## config.mk

```make
export PLATFORM = sky130hd
export DESIGN_NAME = line_status_flags
export DESIGN_NICKNAME = d
export VERILOG_FILES = /design/src/rtl/lsf_pkg.sv /design/src/rtl/lsf_rx_sync.sv /design/src/rtl/lsf_berr_mon.sv /design/src/rtl/lsf_brk_det.sv /design/src/rtl/line_status_flags.sv
export SDC_FILE = /design/constraint.sdc
export NUM_CORES = 1
export LEC_CHECK = 0
export ABC_CLOCK_PERIOD_IN_PS = 2900
export BUFFER_PORTS_ARGS = -buffer_cell sky130_fd_sc_hd__buf_2
export CAP_MARGIN = 20
export CORE_MARGIN = 3
export CORE_UTILIZATION = 45
export CTS_CLUSTER_SIZE = 10
export DETAILED_ROUTE_END_ITERATION = 8
export GPL_ROUTABILITY_DRIVEN = 0
export PLACE_DENSITY_LB_ADDON = 0.15
export SYNTH_ARGS = -nofsm -noshare
export SYNTH_HDL_FRONTEND = slang
export SYNTH_HIERARCHICAL = 1
export SYNTH_SLANG_ARGS = --single-unit
```

## constraint.sdc

```tcl
create_clock -name clk_i -period 2.9 [get_ports clk_i]
set_input_delay 0.58 -clock clk_i [delete_from_list [all_inputs] [get_ports clk_i]]
set_output_delay 0.58 -clock clk_i [all_outputs]
set_load 0.02 [all_outputs]
```

## src/rtl/lsf_pkg.sv

```systemverilog
package lsf_pkg;
  localparam int REG_W    = 8;
  localparam int EDGE_BIT = 7;
  localparam int BVAL_BIT = 2;
  localparam int BERR_BIT = 1;
  localparam int BRK_BIT  = 0;

  typedef struct packed {
    logic edge_f;
    logic berr_f;
    logic berr_v;
    logic brk_f;
  } lsf_flags_t;
endpackage

```

## src/rtl/lsf_rx_sync.sv

```systemverilog
module lsf_rx_sync #(
  parameter int STAGES = 2
) (
  input  logic clk_i,
  input  logic rst_ni,
  input  logic rx_i,
  input  logic rx_pol_i,
  output logic lvl_o,
  output logic edge_o
);
  logic [STAGES-1:0] chain_q;
  logic              prev_q;

  for (genvar g = 0; g < STAGES; g++) begin : g_stage
    if (g == 0) begin : g_first
      always_ff @(posedge clk_i or negedge rst_ni)
        if (!rst_ni) chain_q[g] <= 1'b1;
        else         chain_q[g] <= rx_i;
    end else begin : g_next
      always_ff @(posedge clk_i or negedge rst_ni)
        if (!rst_ni) chain_q[g] <= 1'b1;
        else         chain_q[g] <= chain_q[g-1];
    end
  end

  always_ff @(posedge clk_i or negedge rst_ni)
    if (!rst_ni) prev_q <= 1'b1;
    else         prev_q <= chain_q[STAGES-1];

  // physical edge compare: polarity changes never fake an edge
  assign edge_o = rx_pol_i ? (~prev_q & chain_q[STAGES-1])
                           : (prev_q & ~chain_q[STAGES-1]);
  assign lvl_o  = chain_q[STAGES-1] ^ rx_pol_i;
endmodule

```

## src/rtl/lsf_berr_mon.sv

```systemverilog
module lsf_berr_mon (
  input  logic stb_i,
  input  logic en_i,
  input  logic lvl_i,
  input  logic tx_bit_i,
  output logic set_o,
  output logic val_o
);
  assign set_o = stb_i & en_i & (lvl_i ^ tx_bit_i);
  assign val_o = lvl_i;
endmodule

```

## src/rtl/lsf_brk_det.sv

```systemverilog
module lsf_brk_det #(
  parameter int BRK_LEN = 10
) (
  input  logic clk_i,
  input  logic rst_ni,
  input  logic stb_i,
  input  logic lvl_i,
  output logic pulse_o
);
  localparam int CNT_W = $clog2(BRK_LEN + 1);
  localparam logic [CNT_W-1:0] LAST = CNT_W'(BRK_LEN - 1);
  localparam logic [CNT_W-1:0] FULL = CNT_W'(BRK_LEN);

  logic [CNT_W-1:0] cnt_q;

  // counter saturates at FULL, so one report per break until line idles
  always_ff @(posedge clk_i or negedge rst_ni)
    if (!rst_ni)                          cnt_q <= '0;
    else if (lvl_i)                       cnt_q <= '0;
    else if (stb_i && cnt_q != FULL)      cnt_q <= cnt_q + 1'b1;

  assign pulse_o = stb_i & ~lvl_i & (cnt_q == LAST);


  once_per_break_chk: assert property (@(posedge clk_i) disable iff (!rst_ni)
    pulse_o |=> !pulse_o);
endmodule

```

## src/rtl/line_status_flags.sv

```systemverilog
module line_status_flags
  import lsf_pkg::*;
#(
  parameter int SYNC_STAGES = 2,
  parameter int BRK_LEN     = 10
) (
  input  logic             clk_i,
  input  logic             rst_ni,
  input  logic             rx_i,
  input  logic             rx_pol_i,
  input  logic             smp_stb_i,
  input  logic             tx_bit_i,
  input  logic             berr_en_i,
  input  logic             brk_en_i,
  input  logic             edge_ie_i,
  input  logic             berr_ie_i,
  input  logic             brk_ie_i,
  input  logic             alt_map_i,
  input  logic             reg_rd_i,
  input  logic             reg_wr_i,
  input  logic [REG_W-1:0] reg_wdata_i,
  output logic [REG_W-1:0] reg_rdata_o,
  output logic             edge_irq_o,
  output logic             berr_irq_o,
  output logic             brk_irq_o
);
  logic lvl, edge_set, berr_set, berr_val, brk_pulse, brk_set;
  logic wr_en;
  logic [REG_W-1:0] clr;
  lsf_flags_t flg_q, flg_d;
  logic [REG_W-1:0] reg_view;

  lsf_rx_sync #(.STAGES(SYNC_STAGES)) u_sync (
    .clk_i, .rst_ni, .rx_i, .rx_pol_i, .lvl_o(lvl), .edge_o(edge_set)
  );

  lsf_berr_mon u_berr (
    .stb_i(smp_stb_i), .en_i(berr_en_i), .lvl_i(lvl), .tx_bit_i,
    .set_o(berr_set), .val_o(berr_val)
  );

  lsf_brk_det #(.BRK_LEN(BRK_LEN)) u_brk (
    .clk_i, .rst_ni, .stb_i(smp_stb_i), .lvl_i(lvl), .pulse_o(brk_pulse)
  );

  assign brk_set = brk_pulse & brk_en_i;
  assign wr_en   = reg_wr_i & alt_map_i;
  assign clr     = wr_en ? reg_wdata_i : '0;

  // set beats a same-cycle write-1 clear
  always_comb begin
    flg_d.edge_f = edge_set | (flg_q.edge_f & ~clr[EDGE_BIT]);
    flg_d.berr_f = berr_set | (flg_q.berr_f & ~clr[BERR_BIT]);
    flg_d.brk_f  = brk_set  | (flg_q.brk_f  & ~clr[BRK_BIT]);
    flg_d.berr_v = berr_set ? berr_val : flg_q.berr_v;
  end

  always_ff @(posedge clk_i or negedge rst_ni)
    if (!rst_ni) flg_q <= '0;
    else         flg_q <= flg_d;

  always_comb begin
    reg_view           = '0;
    reg_view[EDGE_BIT] = flg_q.edge_f;
    reg_view[BVAL_BIT] = flg_q.berr_v;
    reg_view[BERR_BIT] = flg_q.berr_f;
    reg_view[BRK_BIT]  = flg_q.brk_f;
  end

  assign reg_rdata_o = (reg_rd_i && alt_map_i) ? reg_view : '0;
  assign edge_irq_o  = flg_q.edge_f & edge_ie_i;
  assign berr_irq_o  = flg_q.berr_f & berr_ie_i;
  assign brk_irq_o   = flg_q.brk_f  & brk_ie_i;


  edge_sets_flag_chk: assert property (@(posedge clk_i) disable iff (!rst_ni)
    edge_set |=> flg_q.edge_f);

  berr_needs_en_chk: assert property (@(posedge clk_i) disable iff (!rst_ni)
    $rose(flg_q.berr_f) |-> $past(berr_en_i && smp_stb_i));

  brk_needs_en_chk: assert property (@(posedge clk_i) disable iff (!rst_ni)
    $rose(flg_q.brk_f) |-> $past(brk_en_i));

  edge_keep_chk: assert property (@(posedge clk_i) disable iff (!rst_ni)
    (!edge_set && !(wr_en && reg_wdata_i[EDGE_BIT])) |=> $stable(flg_q.edge_f));

  rd_gate_chk: assert property (@(posedge clk_i) disable iff (!rst_ni)
    !alt_map_i |-> reg_rdata_o == '0);

  wr_gate_chk: assert property (@(posedge clk_i) disable iff (!rst_ni)
    (!alt_map_i && !berr_set) |=> $stable(flg_q.berr_f));
endmodule

```

==> results of run 1 <==
[critical path, cell delays in order, from the launching register on]
cell and delay (ns):
dfstp_2 0.56, xor2_1 0.14, buf_4 0.18, xor2_1 0.15
and3_1 0.20, mux2_2 0.33
[final timing paths]
| check | start | to | cells past startpoint |
|---|---|---|---|
| max in group asynchronous | rst_ni | u_sync/chain_q[1] | 1 |
| min in group clk_i | u_sync/chain_q[0] | u_sync/chain_q[1] | 0 |
| worst min-delay path | rst_ni | u_brk/cnt_q[0] | 1 |
| worst max register to register | u_sync/chain_q[1] | flg_q[1] | 5 |
| worst max-delay path | u_sync/chain_q[1] | flg_q[1] | 5 |
| worst min register to register | u_sync/chain_q[0] | u_sync/chain_q[1] | 0 |
[final cells by class]
| cell class | instances | area (um2) | share of cell area [%] |
|---|---|---|---|
| clock buffers | 4 | 26.3 | 3.47 |
| flip-flops and latches | 11 | 279 | 36.9 |
| well taps | 14 | 17.5 | 2.31 |
| multi-input cells | 44 | 304 | 40.2 |
| inverters | 2 | 7.51 | 0.992 |
| repair buffers | 24 | 123 | 16.2 |
[power breakdown]
group	internal (W)	switching (W)
clock network	0.0000533	0.0000485
logic	0.0000360	0.0000409
registers	0.000171	0.0000124
total	0.000260	0.000102
[stage by stage]
| stage | total power, W | cells |
|---|---|---|
| 5_1_grt | 0.000387 | 99 |
| 3_5_place_dp | 0.000264 | 95 |
| 2_1_floorplan | 0.000238 | 62 |
| 4_1_cts | 0.000369 | 99 |
| 6_report | 0.000362 | 99 |
| 3_3_place_gp | 0.000261 | 95 |
[kinds of logic after synthesis]
logic type	synth area share, %
AOI/OAI and AO/OA	9.13
xor gates and xnor gates	4.26
adders and majority gates	6.09
buffers and inverters	7.30
DFF	45.2
muxes	5.48
other	0.608
and+or+nand+nor	21.9
[state kept, by name, summed over array words and instances, names as in the netlist]
signal	cells
u_sync/chain_q	2
u_sync/prev_q	1
flg_q	4
u_brk/cnt_q	4
[layer usage]
metal  vias up  global-route usage [%]
met2        27                    20.4
met5         -                       0
met4         0                    10.8
met1       211                    15.6
li1        246                       -
met3         3                    4.66
[cell usage after synthesis (all sizes together)]
library cell	n	area share [%]
dfrtp	8	32
nor2	6	3.7
and3	5	5.9
buf	5	6.1
nand3	4	3.2
and2	3	3.0
dfstp	3	13
ha	3	6.1
mux2	3	5.5
nand2	3	1.8
xor2	3	4.3
a21o	2	2.4
inv	2	1.2
a211o	1	1.6
a21boi	1	1.8
a21oi	1	0.81
a22o	1	1.4
conb	1	0.61
nand2b	1	1.0
nand4	1	1.0
nor2b	1	2.2
o22ai	1	1.0
==> metrics.md, run 1 <==
| Metric | Value |
|---|---|
| Status | `finished, final reports clean` |
| Router iterations before antenna repair | `4` |
| Pre-CTS WS | `around 1.1 ns` |
| Final hold vios | `0` |
| Layout cells sized above 1 | `roughly 45%` |
| DPL Wire Length | `846 um` |
| CP required | `~3 ns` |
| Max-cap violations | `0` |
| Metal2 WL | `491 um` |
| Register bit total from synthesis | `11` |
| Commonest cells after routing, fill and taps aside | `buf_2 (23), dfrtp_1 (8), nor2_1 (6)` |
| Critical-path maximum fanout | `9` |
| Number of remaining DRC errors | `0` |
| Final net count | `111` |
| Initial core utilization | `slightly above 50%` |
| Core ar. | `approximately 1200 um2` |
| Final core utilization | `a little over three fifths` |
| N_diodes | `0` |
| Leakage Power | `just over 0.4 nW` |
| Tcrit/Tclk final | `a little under 60%` |
| Final worst setup slack | `1.22 ns` |
| Avg WL per Cell | `approximately 11 um` |
| Worst hold margin | `about 0.16 ns` |
| Synth warn | `6` |
| Most common cell after layout, fill and taps aside | `buf_2` |
| Chip Height | `43.0 um` |
| Area grow syn2layout | `22.7%` |
| R2R Setup Slk | `between 1 and 1.5 ns` |
| Root Driver | `clkbuf_4` |
| Vias in the first global route | `~430` |
| Clk buf depth | `2` |
| Critical Path Start Type | `register` |
| Worst Hold Class | `in -> async` |
| Resized cells post-CTS | `0` |
| Post-Route Skew | `between 0.002 and 0.003 ns` |
| Gate Count Post-Synth | `59` |
| Unrepaired setup endpoints after global routing | `no` |
| Clock transition at path regs | `roughly 0.060 ns` |
| Clock sink count | `11` |
| Initial antenna violation count | `0` |
| Final setup TNS | `0 ns` |
| Filler instances | `about 110` |
| DRT antenna net count | `0` |
| Die Area | `around 1900 um2` |
| Sequential share of the synthesized area | `a little under half` |
| Later-pin clock latency in the skew report | `about 0.27 ns` |
| WP data arrival | `1.83 ns` |
| Cell Area, Placed | `731 um2` |
| Global-route wire length before repair | `1.79 mm` |
| CP endpoint kind | `register` |
| Fin crit period | `1.68 ns` |
| Via count | `487` |
| Post-CTS setup buffer count | `0` |
| DRC marker count from the first detailed-route iteration | `8` |
| Total grt overflow | `0` |
| Final WL | `1.12 mm` |
| H-tree depth | `1` |
| Final setup vio count | `0` |
| Syn Area/Cell | `~10 um2` |
| I/O Pins | `33` |
| Routed wl met3 | `between 100 and 150 um` |
| I/O Buffers | `23` |
| Hold-fix buffers at CTS | `0` |
| Post-Syn Area | `between 600 and 700 um2` |
| CTS buffer count | `3` |
| Gr usage total | `a little over an eighth` |
| Final Cell Area | `about 760 um2` |
| Met1 WL | `468 um` |
| Slew Limit Fails | `0` |
| Rows | `12` |
| Synth cell types | `24` |
| Top Layer Used | `met4` |
| Largest net degree at the start of global routing | `12` |
| CTS tree | `built` |
| Critical setup path kind | `reg -> reg` |
| Max Fclk | `about 600 MHz` |
| Max VDD drop | `approximately 0.24 mV` |
| DR vias/cell | `4.92` |
| Die Wd | `roughly 43 um` |
| Power Dens Cells | `between 400 and 500 nW/um2` |
Power figures use the tool's default switching activity.
==> inputs of run 2 (changes only) <==
- ABC_CLOCK_PERIOD_IN_PS: 2900 -> 1640
- CORE_UTILIZATION: 45 -> 42
- clock period: 2.9 -> 1.64 ns (I/O delays scaled with it)
==> run 2 against run 1 <==
Net effect:
- total power is 78% higher
- global-route usage is 1.0 points lower
- critical path depth is 1 lower
- non-clock buffer count is 1 higher
- clock power is 75% higher
- die area is 6.1% higher
- combinational power is 84% higher
- register-to-register slack worse by 1.1 ns
- clock skew is 0.0023 ns higher
- cell count is 2.0% higher
- sequential power is 76% higher
- via count is 3.5% lower
- largest power group unchanged
==> metrics.md, run 2 (same netlist as run 1, synthesis figures left out) <==
| Metric | Value |
|---|---|
| Final hold vios | `0` |
| Root Driver | `clkbuf_4` |
| Final net count | `approximately 110` |
| Critical-path maximum fanout | `4` |
| Total grt overflow | `0` |
| Unrepaired setup endpoints after global routing | `no` |
| Via count | `470` |
| Buffers & Inverters on Critical Path | `0` |
| Final WL | `about 1.1 mm` |
| Final setup vio count | `0` |
| Slew Limit Fails | `0` |
| Commonest cells after routing, fill and taps aside | `buf_2 (23), dfrtp_1 (8), nor2_1 (6)` |
| Hold Path Depth | `1` |
| Sequential share of power | `between 50% and 60%` |
| Die Area | `between 1500 and 2000 um2` |
| N_diodes | `0` |
| Avg WL per Cell | `roughly 11 um` |
| R2r worst-path depth | `4` |
| Die Wd | `~44 um` |
| DRC marker count from the first detailed-route iteration | `1` |
| Crit-path cells | `xor2_2 > xor2_1 > and3_1 > mux2_2` |
| Met1 WL | `approximately 500 um` |
| Largest regs | `flg_q: 4 flops, u_brk/cnt_q: 4 flops, u_sync/chain_q: 2 flops` |
| Global-route wire length before repair | `between 1.5 and 2 mm` |
| Rows | `13` |
| Resized cells post-CTS | `0` |
| CTS tree | `built` |
| Most common cell after layout, fill and taps aside | `buf_2` |
| Metal2 WL | `about 530 um` |
| Gr usage total | `approximately an eighth` |
| Clock sink count | `11` |
| Max VDD drop | `around 0.57 mV` |
| CTS buffer count | `3` |
| H-tree depth | `1` |
| Critical Path Start Type | `register` |
| Worst path max stage delay | `about 0.57 ns` |
| Clock transition at path regs | `~0.07 ns` |
| Routed wl met3 | `a little over 100 um` |
| Critical setup path kind | `reg -> reg` |
| Initial antenna violation count | `0` |
| Clock power frac | `approximately 28%` |
| Vias in the first global route | `between 400 and 500` |
| Int Power | `0.000459 W` |
| Router iterations before antenna repair | `2` |
| Clk buf depth | `2` |
| Initial core utilization | `46.2%` |
| WP data arrival | `1.68 ns` |
| Chip Height | `between 40 and 50 um` |
| Top Layer Used | `met4` |
| Layout cells sized above 1 | `46.5%` |
| DPL Wire Length | `about 920 um` |
| Hold-critical path endpoint | `u_sync/chain_q[0]` |
| Tcrit/Tclk final | `between 90% and 100%` |
| CP required | `about 1.8 ns` |
| Largest net degree at the start of global routing | `12` |
| Worst Hold Class | `in -> reg` |
| Later-pin clock latency in the skew report | `between 0.2 and 0.3 ns` |
| Sw Share | `approximately 29%` |
| Hold_sp | `rx_i` |
| DR vias/cell | `~4.7` |
| Max-cap violations | `0` |
| Power Dens Cells | `a little over 800 nW/um2` |
| Fin crit period | `around 1.5 ns` |
| Max Fclk | `roughly 650 MHz` |
| Area grow syn2layout | `26.0%` |
| Leakage Power | `roughly 0.41 nW` |
| Number of remaining DRC errors | `0` |
| Crit-path slowest cell | `dfstp_2` |
| R2R Setup Slk | `approximately 0.11 ns` |
| DRT antenna net count | `0` |
| WP depth | `4` |
| Reg-to-reg endpoint | `flg_q[1]` |
| Delay-heaviest family, CP | `flip-flops` |
| I/O Buffers | `23` |
| CP endpoint kind | `register` |
| Core ar. | `1330 um2` |
| NetSw | `roughly 0.00018 W` |
| I/O Pins | `33` |
| Post-Route Skew | `~0.0048 ns` |
| Status | `finished, final reports clean` |
| FF-to-FF Start | `u_sync/chain_q[1]` |
| Final setup TNS | `0 ns` |
| Combinational Power Share | `21.9%` |
| Worst hold margin | `~0.15 ns` |
## run 2: cell count changes in the layout (fill, tap and decap cells not counted), sizes merged
cell and delta:
clkbuf -1, clkinv +1, dlygate4sd3 +1
## run 2: through the flow
stage                     area (um2)  total power (W)  std cells  utilization, %  setup slack (ns)
after floorplan                  636         0.000421         62               -            0.0180
after global placement           739         0.000465         96            55.4             0.130
after detailed placement         739         0.000470         96            55.4             0.114
after CTS                        777         0.000656        101            58.3             0.105
after global routing             777         0.000686        101            58.3            0.0557
final                            777         0.000643        101            58.3             0.113
## run 2: worst max-delay path by stage
| stage | startpoint | to | slack [ns] |
|---|---|---|---|
| final | u_sync/chain_q[1] | flg_q[1] | 0.11 |
| after global routing | u_sync/chain_q[1] | flg_q[1] | 0.06 |
| after CTS | u_sync/chain_q[1] | flg_q[1] | 0.10 |
| after detailed placement | u_sync/chain_q[1] | flg_q[1] | 0.11 |
| after global placement | u_sync/chain_q[1] | flg_q[1] | 0.13 |
| after floorplan | u_sync/chain_q[1] | flg_q[1] | 0.02 |
## run 2: final cells by class
class	count	area, um2
fillers	122	557
flip-flops and latches	11	279
multi-input cells	44	312
clock inverters	1	5.00
repair buffers	25	133
well taps	15	18.8
clock buffers	3	22.5
inverters	2	7.51
## run 2: repair_timing
action                                 4_1_cts  5_1_grt
hold buffers                                 1        0
endpoints found under the hold margin        8        0
buffers inserted                             0        0
## run 2: power by group through the flow
stage | clock network (W) | logic (W) | registers (W)
after global placement | 0 | 0.000137 | 0.000328
after floorplan | 0 | 0.0000983 | 0.000323
after detailed placement | 0 | 0.000140 | 0.000330
after global routing | 0.000201 | 0.000156 | 0.000329
after CTS | 0.000190 | 0.000142 | 0.000325
final | 0.000178 | 0.000141 | 0.000324
## run 2: layer usage
layer  vias to the layer above  global-route usage (%)
met3                         2                    6.91
met2                        17                    20.6
li1                        243                       -
met5                         -                       0
met1                       208                    14.0
met4                         0                    3.61
